**src/rtl/dsp_addr_pkg.sv**
```systemverilog
package dsp_addr_pkg;

   typedef enum logic {
      MODE_CIRC = 1'b0,
      MODE_BREV = 1'b1
   } addr_mode_e;

   localparam int unsigned DFLT_ADDR_W     = 32;
   localparam int unsigned DFLT_IDX_W      = 16;
   localparam int unsigned DFLT_OFF_W      = 10;
   localparam int unsigned DFLT_WORD_BYTES = 4;

endpackage

```
**src/rtl/bit_mirror.sv**
```systemverilog
module bit_mirror #(
   parameter int unsigned W = 16
) (
   input  logic [W-1:0] din,
   output logic [W-1:0] dout
);

   for (genvar i = 0; i < W; i++) begin : g_swap
      assign dout[i] = din[W-1-i];
   end

endmodule

```
**src/rtl/brev_stepper.sv**
```systemverilog
module brev_stepper #(
   parameter int unsigned IDX_W = 16
) (
   input  logic [IDX_W-1:0] idx,
   input  logic [IDX_W-1:0] step,
   output logic [IDX_W-1:0] idx_next
);

   logic [IDX_W-1:0] idx_m;
   logic [IDX_W-1:0] step_m;
   logic [IDX_W-1:0] sum_m;

   bit_mirror #(.W(IDX_W)) u_mir_idx  (.din(idx),   .dout(idx_m));
   bit_mirror #(.W(IDX_W)) u_mir_step (.din(step),  .dout(step_m));

   // carry out of the top bit is dropped by the width of sum_m
   assign sum_m = idx_m + step_m;

   bit_mirror #(.W(IDX_W)) u_mir_sum  (.din(sum_m), .dout(idx_next));

endmodule

```
**src/rtl/circ_wrapper.sv**
```systemverilog
module circ_wrapper #(
   parameter int unsigned IDX_W = 16,
   parameter int unsigned OFF_W = 10,
   parameter int unsigned STEP  = 4
) (
   input  logic [IDX_W-1:0] idx,
   input  logic [IDX_W-1:0] len,
   input  logic [OFF_W-1:0] off,
   output logic [IDX_W-1:0] idx_next,
   output logic [IDX_W-1:0] idx_second,
   output logic             len_zero
);

   localparam int unsigned SW = IDX_W + 2;
   localparam int unsigned NW = IDX_W + 1;

   if (OFF_W >= IDX_W) begin : g_bad_off
      $error("circ_wrapper: OFF_W must be narrower than IDX_W");
   end
   if (STEP == 0 || STEP >= (1 << IDX_W)) begin : g_bad_step
      $error("circ_wrapper: STEP out of range");
   end

   logic signed [SW-1:0] sum_s;
   logic signed [SW-1:0] len_s;
   logic signed [SW-1:0] wrap_s;
   logic [NW-1:0]        nxt_u;
   logic [NW-1:0]        len_u;
   logic [NW-1:0]        nxt_w;

   assign len_s = signed'({2'b00, len});
   assign sum_s = signed'({2'b00, idx}) + signed'({{(SW-OFF_W){off[OFF_W-1]}}, off});

   always_comb begin
      if (sum_s < 0) begin
         wrap_s = sum_s + len_s;
      end else if (sum_s >= len_s) begin
         wrap_s = sum_s - len_s;
      end else begin
         wrap_s = sum_s;
      end
   end

   assign len_u = {1'b0, len};
   assign nxt_u = {1'b0, idx} + NW'(STEP);
   assign nxt_w = (nxt_u >= len_u) ? (nxt_u - len_u) : nxt_u;

   assign len_zero   = (len == '0);
   assign idx_next   = len_zero ? idx : wrap_s[IDX_W-1:0];
   assign idx_second = nxt_w[IDX_W-1:0];

endmodule

```
**src/rtl/dsp_addr_updater.sv**
```systemverilog
module dsp_addr_updater
   import dsp_addr_pkg::*;
#(
   parameter int unsigned ADDR_W     = DFLT_ADDR_W,
   parameter int unsigned IDX_W      = DFLT_IDX_W,
   parameter int unsigned OFF_W      = DFLT_OFF_W,
   parameter int unsigned WORD_BYTES = DFLT_WORD_BYTES
) (
   input  logic              clk,
   input  logic              rst_n,
   input  logic              start,
   input  logic              mode,
   input  logic [ADDR_W-1:0] base_addr,
   input  logic [ADDR_W-1:0] ptr_reg,
   input  logic [OFF_W-1:0]  offset,
   output logic              valid,
   output logic [ADDR_W-1:0] eff_addr,
   output logic [ADDR_W-1:0] second_addr,
   output logic [ADDR_W-1:0] new_ptr,
   output logic              len_err
);

   localparam int unsigned HI_W = ADDR_W - IDX_W;
   localparam logic [ADDR_W-1:0] WORD_STEP = ADDR_W'(WORD_BYTES);

   if (ADDR_W != 2 * IDX_W) begin : g_bad_pack
      $error("dsp_addr_updater: ADDR_W must be twice IDX_W");
   end
   if (OFF_W < 2) begin : g_bad_offw
      $error("dsp_addr_updater: OFF_W too small");
   end

   logic [IDX_W-1:0] idx;
   logic [IDX_W-1:0] hi_field;
   logic [IDX_W-1:0] circ_idx;
   logic [IDX_W-1:0] circ_sec;
   logic             circ_zero;
   logic [IDX_W-1:0] brev_idx;
   logic [ADDR_W-1:0] ea_c;
   logic [ADDR_W-1:0] sec_c;
   logic [IDX_W-1:0]  idx_c;
   logic              err_c;
   addr_mode_e        mode_e;

   assign mode_e   = addr_mode_e'(mode);
   assign idx      = ptr_reg[IDX_W-1:0];
   assign hi_field = ptr_reg[ADDR_W-1:IDX_W];

   circ_wrapper #(
      .IDX_W (IDX_W),
      .OFF_W (OFF_W),
      .STEP  (WORD_BYTES)
   ) u_circ (
      .idx        (idx),
      .len        (hi_field),
      .off        (offset),
      .idx_next   (circ_idx),
      .idx_second (circ_sec),
      .len_zero   (circ_zero)
   );

   brev_stepper #(
      .IDX_W (IDX_W)
   ) u_brev (
      .idx      (idx),
      .step     (hi_field),
      .idx_next (brev_idx)
   );

   assign ea_c = base_addr + {{HI_W{1'b0}}, idx};

   always_comb begin
      if (mode_e == MODE_BREV) begin
         idx_c = brev_idx;
         sec_c = ea_c + WORD_STEP;
         err_c = 1'b0;
      end else if (circ_zero) begin
         idx_c = idx;
         sec_c = ea_c + WORD_STEP;
         err_c = 1'b1;
      end else begin
         idx_c = circ_idx;
         sec_c = base_addr + {{HI_W{1'b0}}, circ_sec};
         err_c = 1'b0;
      end
   end

   always_ff @(posedge clk or negedge rst_n) begin
      if (!rst_n) begin
         valid       <= 1'b0;
         eff_addr    <= '0;
         second_addr <= '0;
         new_ptr     <= '0;
         len_err     <= 1'b0;
      end else begin
         valid <= start;
         if (start) begin
            eff_addr    <= ea_c;
            second_addr <= sec_c;
            new_ptr     <= {hi_field, idx_c};
            len_err     <= err_c;
         end
      end
   end

endmodule

```
**config.mk**
```make
export PLATFORM = sky130hd
export DESIGN_NAME = dsp_addr_updater
export DESIGN_NICKNAME = d
export VERILOG_FILES = /design/src/rtl/dsp_addr_pkg.sv /design/src/rtl/bit_mirror.sv /design/src/rtl/brev_stepper.sv /design/src/rtl/circ_wrapper.sv /design/src/rtl/dsp_addr_updater.sv
export SDC_FILE = /design/constraint.sdc
export NUM_CORES = 1
export LEC_CHECK = 0
export ABC_AREA = 1
export BUFFER_PORTS_ARGS = -buffer_cell sky130_fd_sc_hd__buf_2
export CAP_MARGIN = 20
export CORE_MARGIN = 8
export CORE_UTILIZATION = 66
export CTS_BUF_LIST = sky130_fd_sc_hd__clkbuf_4
export DETAILED_ROUTE_END_ITERATION = 10
export PLACE_DENSITY = 0.9
export SLEW_MARGIN = 25
export SYNTH_ARGS = -nofsm -noshare
export SYNTH_HDL_FRONTEND = slang
export SYNTH_SLANG_ARGS = --single-unit
```
**constraint.sdc**
```tcl
create_clock -name clk -period 1.75 [get_ports clk]
set_clock_uncertainty 0.15 [all_clocks]
set_input_delay 0.0875 -clock clk [delete_from_list [all_inputs] [get_ports clk]]
set_output_delay 0.0875 -clock clk [all_outputs]
set_load 0.05 [all_outputs]
```
==> impl_metrics.toml, run 1 <==
[run_status]
status = "aborted with a tool error"
stop_stage = "4_1_cts"
error = "[ERROR DPL-0038] Utilization greater than 100%, impossible to legalize"

[clock_tree]
cts_max_path_buffers = 2
cts_inserted_buffers = 9
ctsResizeCount = 272
cts.sinks = 98
postCtsHoldBufs = 41
post_cts_buffers = 49
cts_root_buf = "clkbuf_4"
cts_htree_levels = 3

[logic_synthesis]
ys_seq_area_frac = 0.194
syn_area_mm2 = 0.0126
syn_nets = 2239
synthesis.instances = 2041
synth_edf_count = 0
synth_top_flop_cell = "dfrtp_1"
synth_cell_types = 56
synth_top_area_share = 0.194
async_flop_share = 1.00
yosys_register_bits = 98
syn_avg_cell_area_um2 = 6.20
post-synth-top-count-cell = "nand2_1"
synth_area_leaders = "dfrtp_1, nand2_1, ha_1, inv_1, nand3_1"
yosys.area.top_type = "dfrtp_1"
synth_common_cells = "nand2_1, inv_1, nand3_1, nor2_1, a21oi_1"
synth.yosys.warnings = 0

[die]
initial_core_util = 0.674
die_x_um = 154
rows = 50
ioPinCount = 176
die_y_um = 154

[placed_design]
gp_congestion = 1.25
io_buffers = 175
hpwl_um = 55300
per-stage QoR:
| stage | hold WS (ps) | setup slack (ps) | cell area [um^2] | std cells |
|---|---|---|---|---|
| 2_1_floorplan | -358 | -2710 | 12900 | 2041 |
| 3_3_place_gp | -120 | -3140 | 17700 | 2900 |
| 3_5_place_dp | -116 | -3890 | 17700 | 2900 |
cells by family after synthesis:
logic type                 after synthesis  synth area share
xor gates and xnor gates                72            0.0522
AOI/OAI and AO/OA                      359             0.156
adders and majority gates              120             0.123
buffers and inverters                  333             0.101
and+or+nand+nor                       1059             0.375
DFF                                     98             0.194
==> inputs of run 2 (changes only) <==
CORE_UTILIZATION = 40   (was 66)
CTS_BUF_LIST = unset   (was sky130_fd_sc_hd__clkbuf_4)
PLACE_DENSITY = unset   (was 0.9)
PLACE_DENSITY_LB_ADDON = 0.15   (was unset)
==> run 2 against run 1 <==
  * The flow now finishes, with violations (negative setup slack)
  * Area after synthesis is the same
  * Synthesized cell count is the same
==> impl_metrics.toml, run 2 <==
[logic_synthesis]
async_flop_share = 1.00
synth_top_area_share = 0.194
synth_area_leaders = "dfrtp_1, nand2_1, ha_1, inv_1, nand3_1"
ys_seq_area_frac = 0.194
synth_top_flop_cell = "dfrtp_1"
synth_cell_types = 56
yosys_register_bits = 98
syn_nets = 2239
syn_area_mm2 = 0.0126
synth_common_cells = "nand2_1, inv_1, nand3_1, nor2_1, a21oi_1"
post-synth-top-count-cell = "nand2_1"
synth_edf_count = 0
yosys.area.top_type = "dfrtp_1"
syn_avg_cell_area_um2 = 6.20
synth.yosys.warnings = 0
synthesis.instances = 2041

[clock_tree]
clk_latency_ps = 390
cts.sinks = 98
cts_root_buf = "clkbuf_16"
cts_htree_levels = 3
cts_max_path_buffers = 2
cts_tree = "yes"
cts_inserted_buffers = 9
path_clk_slew_ps = 80

[timing]
worstMarginPinSlew_ps = 795
fin_hold_ws_ps = 7.87
min_period_over_period = 2.57
hold_viol_final = 0
setup_viol = 72
slew_headroom = 0.468
worst_slack_ps = -2750
finalMaxSlewViolations = 0
min_period_ps = 4500
fmax_ghz = 0.222
grt_setup_unrepaired = "true"

[placed_design]
gp_congestion = 1.00
io_buffers = 175
hpwl_um = 54400
placed_cells = 3155
placed_area_mm2 = 0.0186

[finish]
drive_above_1_share = 0.475
syn_to_final_growth_pct = 73.1
layout_common_cells = "buf_4, nand2_1, inv_1, buf_2, nor2_1"
fin_util = 0.699
final_cells = 3253
finalNetCount = 3043
final_common_cell = "buf_4"
top_regs = "eff_addr (32), new_ptr (32), second_addr (32)"
fin_area_mm2 = 0.0219
fill_cells = 2701

[setup_path]
cp_slowest_cell = "fa_2"
cp.arrival_ps = 4670
cp_slowest_stage_delay_ps = 340
critical_path_required_ps = 1920
crit_path_end_kind = "flop"
crit_top_cell = "a21oi_2"
crit_type = "in2reg"
crit_path_max_fanout = 8
start_kind = "primary input"

[grt]
grt_pass1_wl_um = 97300
grt_pass1_vias = 17000
overflow = 0
grt_usage = 0.334
antenna_found_initial = 3
grt_max_degree = 88

[power]
seqPwrFrac = 0.170
total_power_w = 0.0165
power_density_mw_per_mm2 = 754
p_int_w = 0.00841
leakagePower_nw = 11.4
share_comb_of_total_power = 0.702
p_switching_w = 0.00810
power.share.clock = 0.128
ir_drop_mv = 0.520
p_sw_frac = 0.491

[die]
initial_core_util = 0.404
die_x_um = 194
die_y_um = 194
core_mm2 = 0.0313
ioPinCount = 176
die_area_mm2 = 0.0376
rows = 65

[hold_path]
min_path_type = "in2reg"

[routing]
wire_per_inst_um = 20.3
vias_per_cell = 5.32
drtAntennaViolNets = 0
num_vias = 17300
drt_wl_total_um = 66200
dr.pass1.iters = 6
first_iter_violations = 1239
drc = 0

[run_status]
status = "finished, violations left"
violations = "negative setup slack"

[run]
maxCapViolCount = 0
## run 2: cell counts after synthesis
No cell type changed its count.
## run 2: power by group through the flow
stage / logic, W / registers [W] / clock network, W
after global placement: 0.00954 / 0.00284 / 0
final: 0.0116 / 0.00280 / 0.00211
after CTS: 0.0105 / 0.00280 / 0.00214
after floorplan: 0.00395 / 0.00401 / 0
after global routing: 0.0123 / 0.00284 / 0.00222
after detailed placement: 0.00960 / 0.00284 / 0
## run 2: worst max-delay path, delay by kind of cell
kind	cells	cell delay, ps
simple gates	14	1630
compound gates	12	1600
fa+ha+maj	4	860
buf+inv	7	450
## run 2: final cells by class
type | count | area, um^2 | share of cell area
Antenna cell | 1 | 2.50 | 0.000114
Clock buffer | 10 | 239 | 0.0109
Clock inverter | 6 | 53.8 | 0.00246
Inverter | 283 | 1100 | 0.0505
Multi-Input combinational cell | 1611 | 11200 | 0.510
Sequential cell | 98 | 2450 | 0.112
Tap cell | 402 | 503 | 0.0230
Timing Repair Buffer | 841 | 6340 | 0.290
Timing Repair inverter | 1 | 16.3 | 0.000743
## run 2: kinds of logic after synthesis
logic type,Yosys count,share of synthesized area
and+or+nand+nor,1059,0.375
AOI/OAI and AO/OA,359,0.156
buffers and inverters,333,0.101
adders and majority gates,120,0.123
DFF,98,0.194
xor gates and xnor gates,72,0.0522
## run 2: path summary, 6_finish.rpt
path | from | to | slack [ps] | cells past startpoint
worst max-delay path | ptr_reg[2] | second_addr[20]$_DFFE_PN0P_ | -2750 | 37
worst min-delay path | ptr_reg[18] | new_ptr[18]$_DFFE_PN0P_ | 8 | 4
worst max register to register | new_ptr[0]$_DFFE_PN0P_ | new_ptr[0]$_DFFE_PN0P_ | 750 | 3
worst min register to register | eff_addr[0]$_DFFE_PN0P_ | eff_addr[0]$_DFFE_PN0P_ | 330 | 2
max in group asynchronous | rst_n | second_addr[29]$_DFFE_PN0P_ | 150 | 3
min in group asynchronous | rst_n | second_addr[31]$_DFFE_PN0P_ | 100 | 3
## run 2: what timing repair did
action / 4_1_cts / 5_1_grt
resized for setup: 245 / 377
hold buffers: 7 / 0
setup endpoints to repair: 74 / 74
endpoints found under the hold margin: 104 / 0
cloned: 2 / 0
pin swaps: 112 / 175
setup buffers: 28 / 57
## run 2: layer usage
layer,GRT usage,part of all wire
met1,0.371,0.38
met2,0.610,0.49
met3,0.0441,0.049
met4,0.186,0.074
met5,0,0.00036
## run 2: metrics by stage
stage,setup slack [ps],TNS (ps)
2_1_floorplan,-2710,-95370
6_report,-2750,-111330
3_5_place_dp,-3380,-159750
3_3_place_gp,-3290,-156590
5_1_grt,-3070,-122160
4_1_cts,-2550,-103530
Note: power is estimated with default switching activity, not from simulation.
==> inputs of run 3 (changes only) <==
SKIP_LAST_GASP = 1   (was unset)
==> run 3 against run 2 <==
  * The run still ends with negative setup slack left
  * Core utilization decreased by 1.1 points
  * Combinational power is essentially flat
  * Count of clock-buffer cells in the layout is the same
  * Via count down 1.7%
  * Register-to-register slack about the same
  * Fmax is 0.11% higher
  * Clock power about the same
  * Critical path depth unchanged
  * Total power decreased by 1.0%
==> impl_metrics.toml, run 3 (synthesis gave the netlist of run 2 again) <==
[power]
p_switching_w = 0.00801
leakagePower_nw = 11.3
power_density_mw_per_mm2 = 758
power.share.clock = 0.130
total_power_w = 0.0163
ir_drop_mv = 0.511
p_sw_frac = 0.490
share_comb_of_total_power = 0.698
p_int_w = 0.00833
seqPwrFrac = 0.172

[grt]
overflow = 0
grt_max_degree = 88
grt_pass1_wl_um = 96700
grt_pass1_vias = 16800
grt_usage = 0.332
antenna_found_initial = 3

[placed_design]
io_buffers = 175
gp_congestion = 1.00
hpwl_um = 54400
placed_area_mm2 = 0.0186

[finish]
top_regs = "eff_addr (32), new_ptr (32), second_addr (32)"
syn_to_final_growth_pct = 70.4
drive_above_1_share = 0.462
fin_area_mm2 = 0.0215
finalNetCount = 3035
final_common_cell = "buf_4"
fin_util = 0.688
fill_cells = 2766
layout_common_cells = "buf_4, nand2_1, inv_1, buf_2, nor2_1"

[clock_tree]
cts_htree_levels = 3
cts_tree = "yes"
clk_latency_ps = 390
cts_inserted_buffers = 9
cts.sinks = 98
cts_max_path_buffers = 2
path_clk_slew_ps = 90
cts_root_buf = "clkbuf_16"

[setup_path]
reg2reg_depth = 3
crit_path_max_fanout = 8
r2r_slack_ps = 750
critical_path_required_ps = 1920
rr_endpoint = "new_ptr[2]$_DFFE_PN0P_"
crit_path_end_kind = "flop"
cp_slowest_stage_delay_ps = 350
start_kind = "primary input"
cp_slowest_cell = "fa_2"
regToRegStartpoint = "new_ptr[2]$_DFFE_PN0P_"
cp.arrival_ps = 4670
crit_type = "in2reg"

[routing]
drc = 0
vias_per_cell = 5.24
drtAntennaViolNets = 0
dr.pass1.iters = 7
num_vias = 17000
wire_per_inst_um = 20.2
drt_wl_total_um = 65500
first_iter_violations = 1062

[hold_path]
whs_endpoint = "new_ptr[18]$_DFFE_PN0P_"
min_path_type = "in2reg"
hp-start = "ptr_reg[18]"
worstHoldPathCells = 4

[run_status]
violations = "negative setup slack"
status = "finished, violations left"

[timing]
fmax_ghz = 0.222
slew_headroom = 0.489
finalMaxSlewViolations = 0
min_period_ps = 4500
setup_viol = 70
grt_setup_unrepaired = "true"
min_period_over_period = 2.57
hold_viol_final = 0
worst_slack_ps = -2750
fin_hold_ws_ps = 8.09
worstMarginPinSlew_ps = 764

[die]
rows = 65
initial_core_util = 0.404
die_area_mm2 = 0.0376
ioPinCount = 176
core_mm2 = 0.0313
die_x_um = 194
die_y_um = 194

[run]
maxCapViolCount = 0
-- run 3: cell types whose count changed in the layout (fill, tap and decap cells not counted), sizes merged --
| cell | previous run | this run |
|---|---|---|
| clkinv | 6 | 5 |
| inv | 282 | 283 |
| buf | 834 | 826 |
-- run 3: how the worst max path moves through the flow --
stage               start                          end  slack [ps]  cells after the start
3_3_place_gp   ptr_reg[3]  second_addr[23]$_DFFE_PN0P_       -3290                     37
6_report       ptr_reg[2]  second_addr[20]$_DFFE_PN0P_       -2750                     37
5_1_grt        ptr_reg[2]  second_addr[30]$_DFFE_PN0P_       -3060                     40
2_1_floorplan  ptr_reg[2]  second_addr[20]$_DFFE_PN0P_       -2710                     36
4_1_cts        ptr_reg[3]  second_addr[25]$_DFFE_PN0P_       -2560                     41
3_5_place_dp   ptr_reg[3]  second_addr[20]$_DFFE_PN0P_       -3380                     36
-- run 3: layer usage --
layer,global-route usage,routed length (um)
met5,0,13
met4,0.181,4530
met3,0.0448,3280
met2,0.605,32500
met1,0.370,25200
-- run 3: final cells by class --
class | instances | area (um^2) | share of cell area
diodes | 1 | 2.50 | 0.000116
clock buffers | 10 | 239 | 0.0111
clock inverters | 6 | 53.8 | 0.00250
inverters | 283 | 1100 | 0.0511
multi-input cells | 1611 | 11000 | 0.509
flip-flops and latches | 98 | 2450 | 0.114
well taps | 402 | 503 | 0.0233
repair buffers | 833 | 6210 | 0.288
repair inverters | 1 | 16.3 | 0.000755
-- run 3: worst max-delay path, delay by kind of cell --
kind / cells / cell delay [ps]
simple gates: 14 / 1630
compound gates: 12 / 1580
fa+ha+maj: 4 / 870
buf+inv: 7 / 460
-- run 3: repair_timing --
| item | in CTS | in global routing |
|---|---|---|
| pin swaps | 108 | 178 |
| hold buffers | 7 | 0 |
| setup buffers | 28 | 47 |
| gates resized for setup | 180 | 372 |
| setup endpoints to repair | 74 | 74 |
| hold endpoints to repair | 104 | 0 |
| cloned | 2 | 0 |
-- run 3: metrics by stage --
step           std cells  setup WS [ps]  setup TNS [ps]
6_report            3245          -2750         -110110
5_1_grt             3244          -3060         -122740
4_1_cts             3204          -2560         -105470
3_5_place_dp        3155          -3380         -159750
3_3_place_gp        3155          -3290         -156590
2_1_floorplan       2041          -2710          -95370
-- run 3: power by group through the flow --
stage / registers (W) / clock network, W / logic, W
global route: 0.00285 / 0.00223 / 0.0122
floorplan: 0.00401 / 0 / 0.00395
detailed placement: 0.00284 / 0 / 0.00960
global placement: 0.00284 / 0 / 0.00954
finish: 0.00281 / 0.00212 / 0.0114
CTS: 0.00280 / 0.00214 / 0.0103
